===== src/rtl/peak_meter_pkg.sv =====
package peak_meter_pkg;

    localparam int unsigned PM_SAMPLE_W   = 16;
    localparam int unsigned PM_COUNT_W    = 8;
    localparam int unsigned PM_PERIOD_W   = 16;
    localparam int unsigned PM_DEF_PERIOD = 8;

    // Action taken by the window counter in one cycle
    typedef enum logic [2:0] {
        CNT_HOLD,
        CNT_INC,
        CNT_SATURATE,
        CNT_RESTART,
        CNT_DISCARD
    } cnt_action_e;

    function automatic cnt_action_e pick_action(
        input logic clear,
        input logic tick,
        input logic hit,
        input logic at_max
    );
        if (clear)       return CNT_DISCARD;
        else if (tick)   return CNT_RESTART;
        else if (!hit)   return CNT_HOLD;
        else if (at_max) return CNT_SATURATE;
        else             return CNT_INC;
    endfunction

endpackage


===== src/rtl/pk_compare.sv =====
module pk_compare #(
    parameter int unsigned SAMPLE_W = 16
) (
    input  logic                clk,
    input  logic                rst,
    input  logic                valid_i,
    input  logic [SAMPLE_W-1:0] data_i,
    input  logic [SAMPLE_W-1:0] thresh_i,
    output logic                hit_o,
    output logic                peak_o
);

    logic signed [SAMPLE_W-1:0] s_data;
    logic signed [SAMPLE_W-1:0] s_thr;

    assign s_data = $signed(data_i);
    assign s_thr  = $signed(thresh_i);
    assign hit_o  = valid_i && (s_data > s_thr);

    always_ff @(posedge clk) begin
        if (rst) peak_o <= 1'b0;
        else     peak_o <= hit_o;
    end


    peak_needs_valid_chk: assert property (@(posedge clk) disable iff (rst)
        peak_o |-> $past(valid_i));

endmodule


===== src/rtl/pk_period_timer.sv =====
module pk_period_timer #(
    parameter int unsigned PERIOD_W   = 16,
    parameter int unsigned DEF_PERIOD = 8
) (
    input  logic                clk,
    input  logic                rst,
    input  logic                wr_i,
    input  logic [PERIOD_W-1:0] val_i,
    output logic                tick_o
);

    localparam logic [PERIOD_W-1:0] ONE      = PERIOD_W'(1);
    localparam logic [PERIOD_W-1:0] DEF_LOAD = (DEF_PERIOD == 0) ? ONE : PERIOD_W'(DEF_PERIOD);

    logic [PERIOD_W-1:0] period_q;
    logic [PERIOD_W-1:0] tmr_q;
    logic [PERIOD_W-1:0] eff_val;

    assign eff_val = (val_i == '0) ? ONE : val_i;
    assign tick_o  = !wr_i && (tmr_q == (period_q - ONE));

    always_ff @(posedge clk) begin
        if (rst) begin
            period_q <= DEF_LOAD;
            tmr_q    <= '0;
        end else if (wr_i) begin
            period_q <= eff_val;
            tmr_q    <= '0;
        end else if (tick_o) begin
            tmr_q    <= '0;
        end else begin
            tmr_q    <= tmr_q + ONE;
        end
    end


    tmr_range_chk: assert property (@(posedge clk) disable iff (rst)
        tmr_q < period_q);


    wr_restart_chk: assert property (@(posedge clk) disable iff (rst)
        wr_i |=> (tmr_q == '0));

endmodule


===== src/rtl/pk_counter.sv =====
module pk_counter
    import peak_meter_pkg::*;
#(
    parameter int unsigned COUNT_W = 8
) (
    input  logic               clk,
    input  logic               rst,
    input  logic               hit_i,
    input  logic               tick_i,
    input  logic               clr_i,
    output logic               res_valid_o,
    output logic [COUNT_W-1:0] res_count_o,
    output logic               res_ovf_o,
    output logic               res_partial_o
);

    localparam logic [COUNT_W-1:0] CNT_MAX = '1;

    logic [COUNT_W-1:0] cnt_q;
    logic               ovf_q;
    logic               first_q;
    cnt_action_e        act;

    assign act = pick_action(clr_i, tick_i, hit_i, cnt_q == CNT_MAX);

    always_ff @(posedge clk) begin
        if (rst) begin
            cnt_q         <= '0;
            ovf_q         <= 1'b0;
            first_q       <= 1'b1;
            res_valid_o   <= 1'b0;
            res_count_o   <= '0;
            res_ovf_o     <= 1'b0;
            res_partial_o <= 1'b0;
        end else begin
            res_valid_o <= 1'b0;
            unique case (act)
                CNT_DISCARD: begin
                    cnt_q <= '0;
                    ovf_q <= 1'b0;
                end
                CNT_RESTART: begin
                    res_count_o   <= cnt_q;
                    res_ovf_o     <= ovf_q;
                    res_partial_o <= first_q;
                    res_valid_o   <= 1'b1;
                    first_q       <= 1'b0;
                    cnt_q         <= COUNT_W'(hit_i);
                    ovf_q         <= 1'b0;
                end
                CNT_SATURATE: ovf_q <= 1'b1;
                CNT_INC:      cnt_q <= cnt_q + COUNT_W'(1);
                default:      ;
            endcase
        end
    end


    cap_on_tick_chk: assert property (@(posedge clk) disable iff (rst)
        res_valid_o |-> $past(tick_i && !clr_i));


    sat_hold_chk: assert property (@(posedge clk) disable iff (rst)
        (cnt_q == CNT_MAX && hit_i && !tick_i && !clr_i) |=> (cnt_q == CNT_MAX && ovf_q));


    ovf_implies_max_chk: assert property (@(posedge clk) disable iff (rst)
        res_ovf_o |-> (res_count_o == CNT_MAX));

endmodule


===== src/rtl/peak_rate_meter.sv =====
module peak_rate_meter
    import peak_meter_pkg::*;
#(
    parameter int unsigned SAMPLE_W   = PM_SAMPLE_W,
    parameter int unsigned COUNT_W    = PM_COUNT_W,
    parameter int unsigned PERIOD_W   = PM_PERIOD_W,
    parameter int unsigned DEF_PERIOD = PM_DEF_PERIOD
) (
    input  logic                clk,
    input  logic                rst,
    input  logic                smp_valid,
    input  logic [SAMPLE_W-1:0] smp_data,
    input  logic [SAMPLE_W-1:0] thresh,
    input  logic                period_wr,
    input  logic [PERIOD_W-1:0] period_val,
    output logic                peak_evt,
    output logic                res_valid,
    output logic [COUNT_W-1:0]  res_count,
    output logic                res_ovf,
    output logic                res_partial
);

    logic hit;
    logic tick;

    pk_compare #(.SAMPLE_W(SAMPLE_W)) u_cmp (
        .clk      (clk),
        .rst      (rst),
        .valid_i  (smp_valid),
        .data_i   (smp_data),
        .thresh_i (thresh),
        .hit_o    (hit),
        .peak_o   (peak_evt)
    );

    pk_period_timer #(.PERIOD_W(PERIOD_W), .DEF_PERIOD(DEF_PERIOD)) u_tmr (
        .clk    (clk),
        .rst    (rst),
        .wr_i   (period_wr),
        .val_i  (period_val),
        .tick_o (tick)
    );

    pk_counter #(.COUNT_W(COUNT_W)) u_cnt (
        .clk           (clk),
        .rst           (rst),
        .hit_i         (hit),
        .tick_i        (tick),
        .clr_i         (period_wr),
        .res_valid_o   (res_valid),
        .res_count_o   (res_count),
        .res_ovf_o     (res_ovf),
        .res_partial_o (res_partial)
    );


    no_capture_on_write_chk: assert property (@(posedge clk) disable iff (rst)
        period_wr |=> !res_valid);

endmodule


===== config.mk =====
export PLATFORM = sky130hd
export DESIGN_NAME = peak_rate_meter
export DESIGN_NICKNAME = d
export VERILOG_FILES = /design/src/rtl/peak_meter_pkg.sv /design/src/rtl/pk_compare.sv /design/src/rtl/pk_period_timer.sv /design/src/rtl/pk_counter.sv /design/src/rtl/peak_rate_meter.sv
export SDC_FILE = /design/constraint.sdc
export NUM_CORES = 1
export LEC_CHECK = 0
export BUFFER_PORTS_ARGS = -buffer_cell sky130_fd_sc_hd__buf_2
export CAP_MARGIN = 20
export CORE_AREA = 2 2 65 98
export CTS_CLUSTER_DIAMETER = 100
export DETAILED_ROUTE_END_ITERATION = 10
export DIE_AREA = 0 0 67 100
export GPL_TIMING_DRIVEN = 0
export PLACE_DENSITY = 0.8
export SYNTH_ARGS = -nofsm -noshare
export SYNTH_HDL_FRONTEND = slang
export SYNTH_SLANG_ARGS = --single-unit

===== constraint.sdc =====
create_clock -name clk -period 3.4 [get_ports clk]
set_input_delay 0.34 -clock clk [delete_from_list [all_inputs] [get_ports clk]]
set_output_delay 0.34 -clock clk [all_outputs]
set_load 0.02 [all_outputs]

==> out/metrics.yaml <==
status:
  status: "finished clean"
timing:
  finalSetupTns_ns: 0
  fin_ws_ns: 0.532
  final-setup-viol-count: 0
  slew_headroom_pct: 53.2
  hold_slack_ns: 0.253
  min_period_ns: 2.87
  drv_slew: 0
  rsz0062_at_grt: "no"
  fin_worst_skew_ns: 0.0131
  hold_viol: 0
  post-route-period-util_pct: 84.3
  max_freq_mhz: 349
  tightest_slew_ns: 0.696
cts:
  cts_buffers: 5
  hold_buffers: 0
  clockBufferDepth: 2
  clock_latency_ns: 0.31
  cts_root_buf: "clkbuf_8"
  post_cts_buffers: 0
  cts.repair.resized: 0
  cts_max_level: 2
  cts_sinks: 54
  tritoncts: "yes"
  clk_pin_slew_ns: 0.10
floorplanning:
  initial_utilization_pct: 52.3
  dieArea_sq_um: 6700
  die_h_microns: 100
  rows: 35
  boundaryPins: 64
  fp.dieW_microns: 67
  core_area_sq_um: 5960
setup_path:
  cp_slowest_cell: "or4_1"
  critPathRequiredTime_ns: 3.58
  critPathMaxStageDelay_ns: 0.51
  reg2reg_from: "u_tmr.period_q[2]$_SDFFE_PP0P_"
  worstSetupStartpointType: "flop"
  crit_arrival_ns: 3.04
  path_max_fanout: 10
  path_cells: "buf_6 -> or4_1 -> buf_4 -> o41a_1 -> a211oi_2 -> a211oi_2 -> o2111ai_4 -> buf_6 -> mux2i_1 -> nor2_1"
  regToRegSetupSlack_ns: 0.53
  worstRegToRegCells: 10
  r2r-end: "u_cnt.res_count_o[5]$_SDFFE_PP0N_"
  path_buf_inv: 3
  worstSetupStartpoint: "u_tmr.period_q[2]$_SDFFE_PP0P_"
  cp-end-kind: "flop"
  path_delay_family: "compound AO/OA/AOI/OAI gates"
  crit_type: "flop to flop"
placed_design:
  dp_hpwl_microns: 5790
  port_buffers: 61
  place_ws_ns: 0.278
  gp_congestion: 0.801
  dpl-instance-area_sq_um: 3510
grt:
  grt_start_max_net_pins: 18
  grt_pass1_vias: 2866
  grtUsageTotal_pct: 22.3
  grt_pass1_wl_microns: 11900
  gr-total-overflow: 0
  antenna_found_initial: 0
final_layout:
  final_cell_mix: "buf_2, dfxtp_1, nor2_1, inv_1, ha_1"
  fill_cells: 548
  antenna_cells: 0
  final_common_cell: "buf_2"
  post_route_cells_drive_above_1_share_pct: 19.8
  area_growth_pct: 16.7
  fin_nets: 494
  design_area_sq_um: 3640
pwr:
  ir_drop_uv: 237
  power_density_nw_per_um2: 363
  power.leakage_nw: 1.61
yosys:
  yosysTopAreaCell: "dfxtp_1"
  ys_seq_area_share_pct: 34.7
  synthesis.nets: 426
  synth_cells: 355
  synth_cell_types: 56
  netlist_area_sq_um: 3120
  synth_flop_cell: "dfxtp_1"
  ys_ff_latch: 54
  synth_area_leaders: "dfxtp_1, ha_1, nor2_1"
  synth-edff-count: 0
  avgSynthCellArea_sq_um: 8.78
  synth_top_area_share_pct: 34.7
  synthArstFlopShare_pct: 0
  yosysWarningCount: 0
worst_hold_path:
  hold_start: "period_val[11]"
  worstHoldPathCells: 2
  hp-class: "input port to flop"
  worstHoldEndpoint: "u_tmr.period_q[11]$_SDFFE_PP0P_"
routing:
  final_antenna_net_count: 0
  drc_errors: 0
  drt-total-wl_microns: 7240
  wire_per_inst_microns: 14.5
  vias_per_cell: 5.80
  first_iter_violations: 111
  vias: 2888
  first_pass_iters: 4
flow_run:
  maxCapViolCount: 0
## flip-flops by register name (all words and copies together) (netlist names)
| name | count |
|---|---|
| u_cnt.cnt_q | 8 |
| u_cnt.first_q | 1 |
| u_tmr.tmr_q | 16 |
| u_cnt.res_count_o | 8 |
| u_cmp.peak_o | 1 |
| u_cnt.res_valid_o | 1 |
| u_tmr.period_q | 16 |
| u_cnt.ovf_q | 1 |
| u_cnt.res_ovf_o | 1 |
| u_cnt.res_partial_o | 1 |
## metal layers
metal	share of wire, %	global-route usage [%]
met3	2.7	3.92
met1	38	22.1
met5	0	0
met4	1.7	7.22
met2	57	44.4
## final cells by class
type	count	area [sq um]	area share, %
repair buffers	61	305	8.40
clock buffers	6	82.6	2.27
clock inverters	2	38.8	1.07
plain buffers	16	87.6	2.41
flip-flops and latches	54	1080	29.7
inverters	22	82.6	2.27
well taps	74	92.6	2.55
multi-input cells	263	1870	51.3
## how the worst max path moves through the flow
stage,depth (start not counted),end
2_1_floorplan,10,u_cnt.res_count_o[1]$_SDFFE_PP0N_
3_3_place_gp,10,u_cnt.cnt_q[2]$_SDFFE_PP0P_
3_5_place_dp,11,u_cnt.cnt_q[2]$_SDFFE_PP0P_
4_1_cts,10,u_cnt.res_count_o[5]$_SDFFE_PP0N_
5_1_grt,10,u_cnt.res_count_o[5]$_SDFFE_PP0N_
6_report,10,u_cnt.res_count_o[5]$_SDFFE_PP0N_
## power by group
part / leakage, nW / internal (W) / total, W / switching (W)
combinational: 1.11 / 0.0000929 / 0.000202 / 0.000110
sequential: 0.439 / 0.000646 / 0.000665 / 0.0000183
clock: 0.0618 / 0.000242 / 0.000451 / 0.000209
## Yosys cell counts, types with 2 or more instances
cell and n:
and4_1 3, o41ai_1 2, dfxtp_1 54, o21ai_0 4
ha_1 19, a211o_1 2, nor3_1 10, buf_4 3
or4_1 8, clkbuf_1 10, xor2_1 14, nand3b_1 2
nand4_1 8, a31oi_1 2, or2_2 2, mux2i_1 11
nor2b_1 2, o21ai_1 2, nand3_1 13, inv_1 22
o2bb2ai_1 2, xnor2_1 17, or3_1 7, a22o_1 14
a21o_1 2, o2111ai_1 2, o31ai_1 4, buf_6 2
nor2_1 46, nand2b_1 2, a21oi_1 11, o21ba_1 2
a211oi_2 3, o21a_1 2, nand2_1 11, nor4_1 10
and3_1 6
## metrics by stage
stage | util, % | std cells | total power, W
3_5_place_dp | 59.0 | 490 | 0.000882
2_1_floorplan | - | 355 | 0.000812
3_3_place_gp | 59.0 | 490 | 0.000871
4_1_cts | 61.1 | 498 | 0.00133
6_report | 61.1 | 498 | 0.00132
5_1_grt | 61.1 | 498 | 0.00138
## logic make-up after synthesis
kind of cell | Yosys count | synth area share (%)
xor gates and xnor gates | 31 | 8.71
adders and majority gates | 19 | 7.63
buffers and inverters | 38 | 5.46
AOI/OAI and AO/OA | 65 | 16.6
DFF | 54 | 34.7
muxes | 11 | 3.53
and+or+nand+nor | 137 | 23.4
(Power assumes the default switching activity.)
